$ cat src/rtl/panel_seq_pkg.sv
package panel_seq_pkg;

    localparam int IDX_W     = 8;
    localparam int VAL_W     = 16;
    localparam int DLY_W     = 8;
    localparam int ROM_DEPTH = 43;
    localparam int PTR_W     = $clog2(ROM_DEPTH);

    typedef enum logic [1:0] {
        OP_WRITE = 2'd0,
        OP_READ  = 2'd1,
        OP_INDEX = 2'd2
    } acc_op_e;

    typedef enum logic [1:0] {
        JOB_INIT,
        JOB_UP,
        JOB_DOWN
    } job_e;

    typedef enum logic [1:0] {
        ST_IDLE,
        ST_ISSUE,
        ST_WAIT,
        ST_STEP
    } seq_state_e;

    typedef struct packed {
        logic             last;
        acc_op_e          op;
        logic [IDX_W-1:0] idx;
        logic [VAL_W-1:0] val;
        logic [DLY_W-1:0] dly_ms;
    } seq_entry_t;

    localparam logic [PTR_W-1:0] BASE_INIT = PTR_W'(0);
    localparam logic [PTR_W-1:0] BASE_UP   = PTR_W'(30);
    localparam logic [PTR_W-1:0] BASE_DOWN = PTR_W'(39);
    localparam logic [PTR_W-1:0] END_UP    = PTR_W'(38);
    localparam logic [PTR_W-1:0] END_DOWN  = PTR_W'(ROM_DEPTH - 1);
    localparam logic [PTR_W-1:0] UP_SHIFT  = PTR_W'(24);
    localparam logic [PTR_W-1:0] DN_SHIFT  = PTR_W'(33);

    localparam logic [VAL_W-1:0] ID_MASK   = 16'hFFF0;
    localparam logic [VAL_W-1:0] ID_EXPECT = 16'h9220;

    function automatic seq_entry_t mk(input acc_op_e op, input logic [7:0] idx,
                                      input logic [15:0] val, input logic [7:0] dly);
        seq_entry_t e;
        e.last   = 1'b0;
        e.op     = op;
        e.idx    = idx;
        e.val    = val;
        e.dly_ms = dly;
        return e;
    endfunction

    function automatic logic [15:0] gamma_val(input logic [3:0] k);
        case (k)
            4'd0:    return 16'h0302;
            4'd1:    return 16'h0407;
            4'd2:    return 16'h0304;
            4'd3:    return 16'h0203;
            4'd4:    return 16'h0706;
            4'd5:    return 16'h0407;
            4'd6:    return 16'h0706;
            4'd7:    return 16'h0000;
            4'd8:    return 16'h0C06;
            default: return 16'h0F00;
        endcase
    endfunction

    function automatic logic [15:0] window_val(input logic [1:0] k);
        return (k == 2'd2) ? 16'hAF00 : 16'hDB00;
    endfunction

    // Bring-up list; entries 6..14 double as the power-up list and 6..9 as power-down.
    function automatic seq_entry_t init_entry(input logic [PTR_W-1:0] a);
        seq_entry_t e;
        case (a)
            6'd0:  e = mk(OP_READ,  8'h00, 16'h0000, 8'd0);
            6'd1:  e = mk(OP_WRITE, 8'h00, 16'h0001, 8'd10);
            6'd2:  e = mk(OP_WRITE, 8'h01, 16'h691B, 8'd0);
            6'd3:  e = mk(OP_WRITE, 8'h02, 16'h0700, 8'd0);
            6'd4:  e = mk(OP_WRITE, 8'h03, 16'h1030, 8'd0);
            6'd5:  e = mk(OP_WRITE, 8'h0C, 16'h0110, 8'd0);
            6'd6:  e = mk(OP_WRITE, 8'h10, 16'h0000, 8'd10);
            6'd7:  e = mk(OP_WRITE, 8'h11, 16'h0000, 8'd0);
            6'd8:  e = mk(OP_WRITE, 8'h12, 16'h0000, 8'd40);
            6'd9:  e = mk(OP_WRITE, 8'h13, 16'h0000, 8'd40);
            6'd10: e = mk(OP_WRITE, 8'h56, 16'h080F, 8'd0);
            6'd11: e = mk(OP_WRITE, 8'h10, 16'h4240, 8'd10);
            6'd12: e = mk(OP_WRITE, 8'h11, 16'h0000, 8'd0);
            6'd13: e = mk(OP_WRITE, 8'h12, 16'h0014, 8'd40);
            6'd14: e = mk(OP_WRITE, 8'h13, 16'h1319, 8'd40);
            6'd29: begin
                e = mk(OP_INDEX, 8'h22, 16'h0000, 8'd0);
                e.last = 1'b1;
            end
            default: begin
                if (a >= 6'd15 && a <= 6'd24) begin
                    e = mk(OP_WRITE, 8'h30 + 8'(a - 6'd15),
                           gamma_val(4'(a - 6'd15)), 8'd0);
                end else begin
                    e = mk(OP_WRITE, 8'h42 + 8'(a - 6'd25),
                           window_val(2'(a - 6'd25)), 8'd0);
                end
            end
        endcase
        return e;
    endfunction

    function automatic seq_entry_t rom_entry(input logic [PTR_W-1:0] a);
        seq_entry_t e;
        if (a >= BASE_DOWN) begin
            e = init_entry(a - DN_SHIFT);
            e.last = (a == END_DOWN);
        end else if (a >= BASE_UP) begin
            e = init_entry(a - UP_SHIFT);
            e.last = (a == END_UP);
        end else begin
            e = init_entry(a);
        end
        return e;
    endfunction

endpackage

$ cat src/rtl/panel_seq_rom.sv
module panel_seq_rom
    import panel_seq_pkg::*;
(
    input  logic [PTR_W-1:0] ptr,
    output seq_entry_t       ent
);

    assign ent = rom_entry(ptr);

endmodule

$ cat src/rtl/panel_seq_delay.sv
module panel_seq_delay
    import panel_seq_pkg::*;
#(
    parameter int TICKS_PER_MS = 1000
) (
    input  logic             clk,
    input  logic             rst,
    input  logic             load,
    input  logic [DLY_W-1:0] load_ms,
    input  logic             tick,
    output logic             running
);

    localparam int TK_W = (TICKS_PER_MS > 1) ? $clog2(TICKS_PER_MS) : 1;
    localparam logic [TK_W-1:0] TK_LAST = TK_W'(TICKS_PER_MS - 1);

    logic [DLY_W-1:0] ms_cnt;
    logic [TK_W-1:0]  tk_cnt;

    always_ff @(posedge clk) begin
        if (rst) begin
            ms_cnt <= '0;
            tk_cnt <= '0;
        end else if (load) begin
            ms_cnt <= load_ms;
            tk_cnt <= '0;
        end else if (tick && ms_cnt != '0) begin
            if (tk_cnt == TK_LAST) begin
                tk_cnt <= '0;
                ms_cnt <= ms_cnt - 1'b1;
            end else begin
                tk_cnt <= tk_cnt + 1'b1;
            end
        end
    end

    assign running = (ms_cnt != '0);

    AST_DELAY_ONLY_ON_TICK: assert property (@(posedge clk) disable iff (rst)
        (!load && !tick) |=> $stable(ms_cnt));

    AST_DELAY_NO_WRAP: assert property (@(posedge clk) disable iff (rst)
        (!load && ms_cnt == '0) |=> (ms_cnt == '0));

endmodule

$ cat src/rtl/panel_seq_ctrl.sv
module panel_seq_ctrl
    import panel_seq_pkg::*;
(
    input  logic             clk,
    input  logic             rst,
    input  logic             start_init,
    input  logic             power_on,
    input  logic             power_off,
    input  seq_entry_t       ent,
    input  logic             dly_running,
    input  logic             acc_done,
    input  logic             acc_err,
    input  logic [VAL_W-1:0] acc_rdata,
    output logic [PTR_W-1:0] ptr,
    output logic             dly_load,
    output logic [DLY_W-1:0] dly_ms,
    output logic             acc_req,
    output logic [1:0]       acc_op,
    output logic [IDX_W-1:0] acc_index,
    output logic [VAL_W-1:0] acc_wdata,
    output logic             busy,
    output logic             error,
    output logic             powered
);

    seq_state_e state;
    job_e       job;
    logic       err_q;
    logic       pwr_q;

    logic idle, take_init, take_up, take_down, take_any;
    logic id_bad, fail_now, ok_done;

    assign idle      = (state == ST_IDLE);
    assign take_init = idle && start_init;
    assign take_up   = idle && !start_init && power_on && !pwr_q;
    assign take_down = idle && !start_init && !take_up && power_off && pwr_q;
    assign take_any  = take_init || take_up || take_down;

    assign id_bad   = (ent.op == OP_READ) && ((acc_rdata & ID_MASK) != ID_EXPECT);
    assign fail_now = (state == ST_ISSUE) && acc_done && (acc_err || id_bad);
    assign ok_done  = (state == ST_ISSUE) && acc_done && !fail_now;

    assign dly_load = ok_done && (ent.dly_ms != '0);
    assign dly_ms   = ent.dly_ms;

    always_ff @(posedge clk) begin
        if (rst) begin
            state <= ST_IDLE;
            job   <= JOB_INIT;
            ptr   <= '0;
            err_q <= 1'b0;
            pwr_q <= 1'b0;
        end else begin
            case (state)
                ST_IDLE: begin
                    if (take_any) begin
                        err_q <= 1'b0;
                        state <= ST_ISSUE;
                    end
                    if (take_init) begin
                        job <= JOB_INIT;
                        ptr <= BASE_INIT;
                    end else if (take_up) begin
                        job <= JOB_UP;
                        ptr <= BASE_UP;
                    end else if (take_down) begin
                        job <= JOB_DOWN;
                        ptr <= BASE_DOWN;
                    end
                end
                ST_ISSUE: begin
                    if (fail_now) begin
                        err_q <= 1'b1;
                        state <= ST_IDLE;
                    end else if (dly_load) begin
                        state <= ST_WAIT;
                    end else if (ok_done) begin
                        state <= ST_STEP;
                    end
                end
                ST_WAIT: begin
                    if (!dly_running) begin
                        state <= ST_STEP;
                    end
                end
                default: begin
                    if (ent.last) begin
                        pwr_q <= (job != JOB_DOWN);
                        state <= ST_IDLE;
                    end else begin
                        ptr   <= ptr + 1'b1;
                        state <= ST_ISSUE;
                    end
                end
            endcase
        end
    end

    assign acc_req   = (state == ST_ISSUE);
    assign acc_op    = ent.op;
    assign acc_index = ent.idx;
    assign acc_wdata = ent.val;
    assign busy      = !idle;
    assign error     = err_q;
    assign powered   = pwr_q;

    AST_REQ_HELD: assert property (@(posedge clk) disable iff (rst)
        (acc_req && !acc_done) |=> (acc_req && $stable(acc_index)
                                    && $stable(acc_wdata) && $stable(acc_op)));

    AST_ID_FIRST: assert property (@(posedge clk) disable iff (rst)
        ($rose(busy) && job == JOB_INIT) |-> (acc_op == 2'd1 && acc_index == 8'h00));

    AST_ERR_HALTS: assert property (@(posedge clk) disable iff (rst)
        $rose(error) |-> !busy);

    AST_ERR_STICKY: assert property (@(posedge clk) disable iff (rst)
        $fell(error) |-> $past(start_init || power_on || power_off));

    AST_PWR_AT_END: assert property (@(posedge clk) disable iff (rst)
        !$stable(powered) |-> ($past(busy) && !busy && !error));

    AST_NO_REQ_IN_DELAY: assert property (@(posedge clk) disable iff (rst)
        dly_running |-> !acc_req);

endmodule

$ cat src/rtl/panel_bringup_seq.sv
module panel_bringup_seq
    import panel_seq_pkg::*;
#(
    parameter int TICKS_PER_MS = 1000
) (
    input  logic        clk,
    input  logic        rst,
    input  logic        start_init,
    input  logic        power_on,
    input  logic        power_off,
    input  logic        us_tick,
    output logic        acc_req,
    output logic [1:0]  acc_op,
    output logic [7:0]  acc_index,
    output logic [15:0] acc_wdata,
    input  logic        acc_done,
    input  logic        acc_err,
    input  logic [15:0] acc_rdata,
    output logic        busy,
    output logic        error,
    output logic        powered
);

    logic [PTR_W-1:0] ptr;
    seq_entry_t       ent;
    logic             dly_load;
    logic [DLY_W-1:0] dly_ms;
    logic             dly_running;

    panel_seq_rom u_rom (
        .ptr (ptr),
        .ent (ent)
    );

    panel_seq_delay #(
        .TICKS_PER_MS (TICKS_PER_MS)
    ) u_delay (
        .clk     (clk),
        .rst     (rst),
        .load    (dly_load),
        .load_ms (dly_ms),
        .tick    (us_tick),
        .running (dly_running)
    );

    panel_seq_ctrl u_ctrl (
        .clk         (clk),
        .rst         (rst),
        .start_init  (start_init),
        .power_on    (power_on),
        .power_off   (power_off),
        .ent         (ent),
        .dly_running (dly_running),
        .acc_done    (acc_done),
        .acc_err     (acc_err),
        .acc_rdata   (acc_rdata),
        .ptr         (ptr),
        .dly_load    (dly_load),
        .dly_ms      (dly_ms),
        .acc_req     (acc_req),
        .acc_op      (acc_op),
        .acc_index   (acc_index),
        .acc_wdata   (acc_wdata),
        .busy        (busy),
        .error       (error),
        .powered     (powered)
    );

endmodule

$ cat config.mk
export PLATFORM = sky130hd
export DESIGN_NAME = panel_bringup_seq
export DESIGN_NICKNAME = d
export VERILOG_FILES = /design/src/rtl/panel_seq_pkg.sv /design/src/rtl/panel_seq_rom.sv /design/src/rtl/panel_seq_delay.sv /design/src/rtl/panel_seq_ctrl.sv /design/src/rtl/panel_bringup_seq.sv
export SDC_FILE = /design/constraint.sdc
export NUM_CORES = 1
export LEC_CHECK = 0
export BUFFER_PORTS_ARGS = -buffer_cell sky130_fd_sc_hd__buf_2
export CORE_ASPECT_RATIO = 0.8
export CORE_MARGIN = 2
export CORE_UTILIZATION = 63
export CTS_BUF_LIST = sky130_fd_sc_hd__clkbuf_4
export DETAILED_ROUTE_END_ITERATION = 6
export HOLD_SLACK_MARGIN = 0.05
export PLACE_DENSITY = 0.86
export SLEW_MARGIN = 20
export SYNTH_ARGS = -nofsm -noshare
export SYNTH_HDL_FRONTEND = slang
export SYNTH_SLANG_ARGS = --single-unit
$ cat constraint.sdc
create_clock -name clk -period 4.6 [get_ports clk]
set_clock_uncertainty 0.2 [all_clocks]
set_input_delay 0.46 -clock clk [delete_from_list [all_inputs] [get_ports clk]]
set_output_delay 0.46 -clock clk [all_outputs]
set_load 0.01 [all_outputs]
==> impl.org <==
** Hold path
- Worst Hold Class :: flip-flop to flip-flop
- The worst hold path begins at u_ctrl.job[1].

** Cells and area
- From synthesis to final layout, the design area changed by 6.707%.
- The number of antenna diodes in the final layout is 0.
- FF/Latch Area :: a little over 600 um2
- Final non-filler cell area :: between 0.006 and 0.007 mm2
- Post-Route Utilization :: around 70%
- Fill cells in the final layout number between 700 and 800.
- In the final layout, the multi-input gates occupy ~0.0047 mm2.
- Fraction of layout cells with a size suffix above 1 :: about 16%
- For this run, the post-layout net count is about 910.

** CTS
- TritonCTS Buffers :: 5
- CTS tree :: yes
- Clock sink count :: 30
- Worst-case clock buffer depth :: 2
- For the worst-skew pair, the clock arrives at the later sink with an insertion delay of roughly 0.35 ns.
- Buffers inserted to repair hold after CTS numbered 0.
- Master cell of the clock root buffer :: clkbuf_4
- Depth of the CTS H-tree :: 2
- Clock-pin slew was measured on the worst setup and hold paths at roughly 0.1 ns.

** Timing
- Max-slew violation count :: 0
- Setup slack on the critical path of the routed design comes to between 0.2 and 0.3 ns.
- Hold Vio Cnt, Final :: 0
- On the final layout, the worst hold slack is ~0.27 ns.
- FMAX :: between 0.2 and 0.25 GHz
- In this run the tightest slew margin relative to its limit is about two fifths.
- Setup repair after global routing left no endpoint under its margin.
- Worst Max-Slew Pin Slew :: 0.9068 ns
- Final worst-path cycle share :: a little over nine tenths
- Adding up every negative setup slack in the final design gives 0 ns.
- Setup violations remaining at the end of the flow were counted as 0.
- Period minus WS final :: 4.326 ns

** Floorplan
- The die covers just under 0.01 mm2.
- The die is 110.8 um wide.
- Boundary pin count :: 54
- Initial Util :: between 60 and 70%
- Std cell rows :: 31
- The floorplan step defined a core boundary enclosing 0.008960 mm2.
- Measured along the y axis, the die boundary spans a little under 90 um.

** Power and ir drop
- Power spread over the standard cell area amounts to 899.0 mW/mm2.
- Leakage dissipation :: around 2.2 nW
- Worst VDD drop :: roughly 0.0007 V

** Global route
- The first global-routing pass estimated approximately 34000 um of wire.
- Vias in the first global route :: approximately 6000
- The number of antenna violations at the first check in global routing was 0.
- Global routing finished with a remaining overflow of 0.
- Maximum number of pins on one net before global-route repair :: 36
- Overall routing resource usage :: a little over two fifths

** Placement
- The count of buffers added on input and output ports is 48.
- Routability-driven placement finished with a final weighted congestion of 1.098.
- Summing all placed instances gives a cell area of roughly 0.0060 mm2.
- OpenSTA, run right after detailed placement, puts the worst setup slack at about 0.46 ns.
- Hpwl dp :: 16130 um

** Yosys
- Post-synthesis adder-cell area fraction :: 5.662%
- Yosys mapped the design onto 98 distinct sky130hd cell types.
- Counting instances in the post-synthesis netlist gives the leading cell types as nand2_1 (77), nor2_1 (68), a21oi_1 (66), o21ai_0 (61), clkbuf_1 (38).
- The Yosys step of the flow raised 0 warnings.
- Share of the synthesized area in the top cell type :: a little over a tenth
- Counting flops and latches in the post-synthesis netlist gives 30.
- Averaged over all synthesized cells, the footprint is between 6 and 7 um2.
- Compound-cell area share of the yosys netlist :: 35.58%
- For this run, asynchronously set or reset flops after synthesis account for 0%.
- Main combinational cell family by area after synthesis :: compound AO/OA/AOI/OAI gates
- The share of the Yosys chip area taken by registers is between 10% and 20%.
- Counting every instance in the synthesized netlist gives 840.
- The mapped netlist covers 0.005746 mm2.
- The synthesized design spends more area on one cell type than any other, namely dfxtp_1.
- Synthesized Nets :: approximately 900
- In this run, synthesis inferred 0 flip-flops with an integrated enable.
- Simple-Gate Fraction of Synth Area :: approximately 29%
- By instance count, the leading cell after synthesis is nand2_1.
- Synth Area in XOR/XNOR :: about 7%
- Most common flop cell mapped by yosys :: dfxtp_1
- Mux share of post-synthesis cell area :: under 10%
- Cell types occupying the most area after synthesis :: dfxtp_1 (10%), a21oi_1 (5.7%), ha_1 (5.7%)

** Run
- Max-cap violations in this run came to 0.

** Routing
- After detailed routing, the number of remaining DRC violations is 15.
- Number of routed nets with antenna violations :: 0
- Aggregate routed wire length :: about 22000 um
- Using the TritonRoute via totals, the vias-per-cell ratio works out to 7.392.
- Number of vias after detailed routing :: roughly 7200
- Detailed Routing Iterations Pass 1 :: 7
- Dividing the detail-routed wire length by the instance count gives between 20 and 25 um.
- The first routing iteration left around 1600 violations.

** Worst setup path
- Data arrival, critical path :: approximately 3.7 ns
- Element type at the critical path start :: flip-flop
- For the worst setup path, the data required time is between 3 and 4 ns.
- Kind of end point of the critical path :: primary output
- Maximum fanout encountered on the critical timing path :: 32
- The startpoint identified for the worst register-to-register timing path is u_ctrl.ptr[0].
- Critical path class :: flip-flop to primary output
- Start point of the critical path :: u_ctrl.ptr[3]

** Outcome
- The checks that failed: DRC.
- Result of the run :: finished with violations
==> stage by stage <==
step | total power [mW] | std cells
3_5_place_dp | 4.948 | 958
2_1_floorplan | 3.653 | 840
4_1_cts | 5.135 | 965
5_1_grt | 5.804 | 970
3_3_place_gp | 4.867 | 958
6_report | 5.512 | 970
==> state kept, by name, indices dropped and copies added, names as in the netlist <==
signal / cells
u_ctrl.error: 1
u_ctrl.job: 2
u_ctrl.powered: 1
u_ctrl.ptr: 6
u_ctrl.state: 2
u_delay.ms_cnt: 8
u_delay.tk_cnt: 10
==> layer usage <==
layer / vias to the layer above / routed length, um / track usage, %
met5: - / 0 / 0
met4: 0 / 899 / 11.82
met3: 108 / 3498 / 11.19
met2: 638 / 8918 / 63.02
met1: 3249 / 8840 / 61.01
li1: 3175 / - / -
==> worst max-delay path: stages (launching register included) <==
cell,delay (ns)
dfxtp_2,0.59
buf_4,0.42
nor2b_1,0.26
a32o_1,0.31
nand2_1,0.17
o211ai_1,0.24
a211oi_4,0.50
nand2_1,0.29
o311ai_1,0.34
buf_2,0.19
==> report_power, final <==
group / switching (mW) / internal (mW) / total (mW)
Sequential: 0.0606 / 0.292 / 0.353
Clock: 0.0960 / 0.0693 / 0.165
Combinational: 3.16 / 1.83 / 4.99
Total: 3.32 / 2.19 / 5.51
==> path summary, 6_finish.rpt <==
check,slack [ns],depth (start not counted),to
setup / recovery,0.27,9,acc_wdata[13]
hold / removal,0.27,1,u_ctrl.powered
setup reg to reg,0.93,10,u_delay.ms_cnt[5]
hold reg to reg,0.27,1,u_ctrl.powered
==> cell type report <==
type / instances / share of cell area, %
multi-input cells: 706 / 76.39
well taps: 115 / 2.347
clock buffers: 7 / 0.8571
repair buffers: 86 / 8.980
inverters: 26 / 1.592
flip-flops and latches: 30 / 9.837
==> timing repair <==
| item | 4_1_cts | 5_1_grt |
|---|---|---|
| setup endpoints to repair | 0 | 16 |
| buffers inserted | 0 | 5 |
| gates resized for setup | 0 | 4 |
==> kinds of logic (layout without fill, tap and decap cells) <==
| group | after synthesis | count (layout) |
|---|---|---|
| AND/OR/NAND/NOR | 319 | 319 |
| AO/OA/AOI/OAI | 294 | 294 |
| buffers and inverters | 104 | 119 |
| XOR/XNOR | 45 | 45 |
| flip-flops | 30 | 30 |
| adder cells (fa/ha/maj) | 26 | 26 |
| multiplexers | 21 | 21 |
| other | 1 | 1 |
==> cells in the final DEF, fill, tap and decap left out, types with 11 or more instances in the layout <==
cell type and n:
o21ai_0 59, ha_1 25, nor4_1 11, mux2i_1 19, a221oi_1 11, a21oi_1 66
nor3_1 37, dfxtp_1 28, nand2_1 77, nand2b_1 14, o22ai_1 13, and2_1 11
buf_4 36, xor2_1 11, buf_2 48, nand3_1 26, nor2_1 68, inv_1 20
xnor2_1 33
Note: power is estimated with default switching activity, not from simulation.
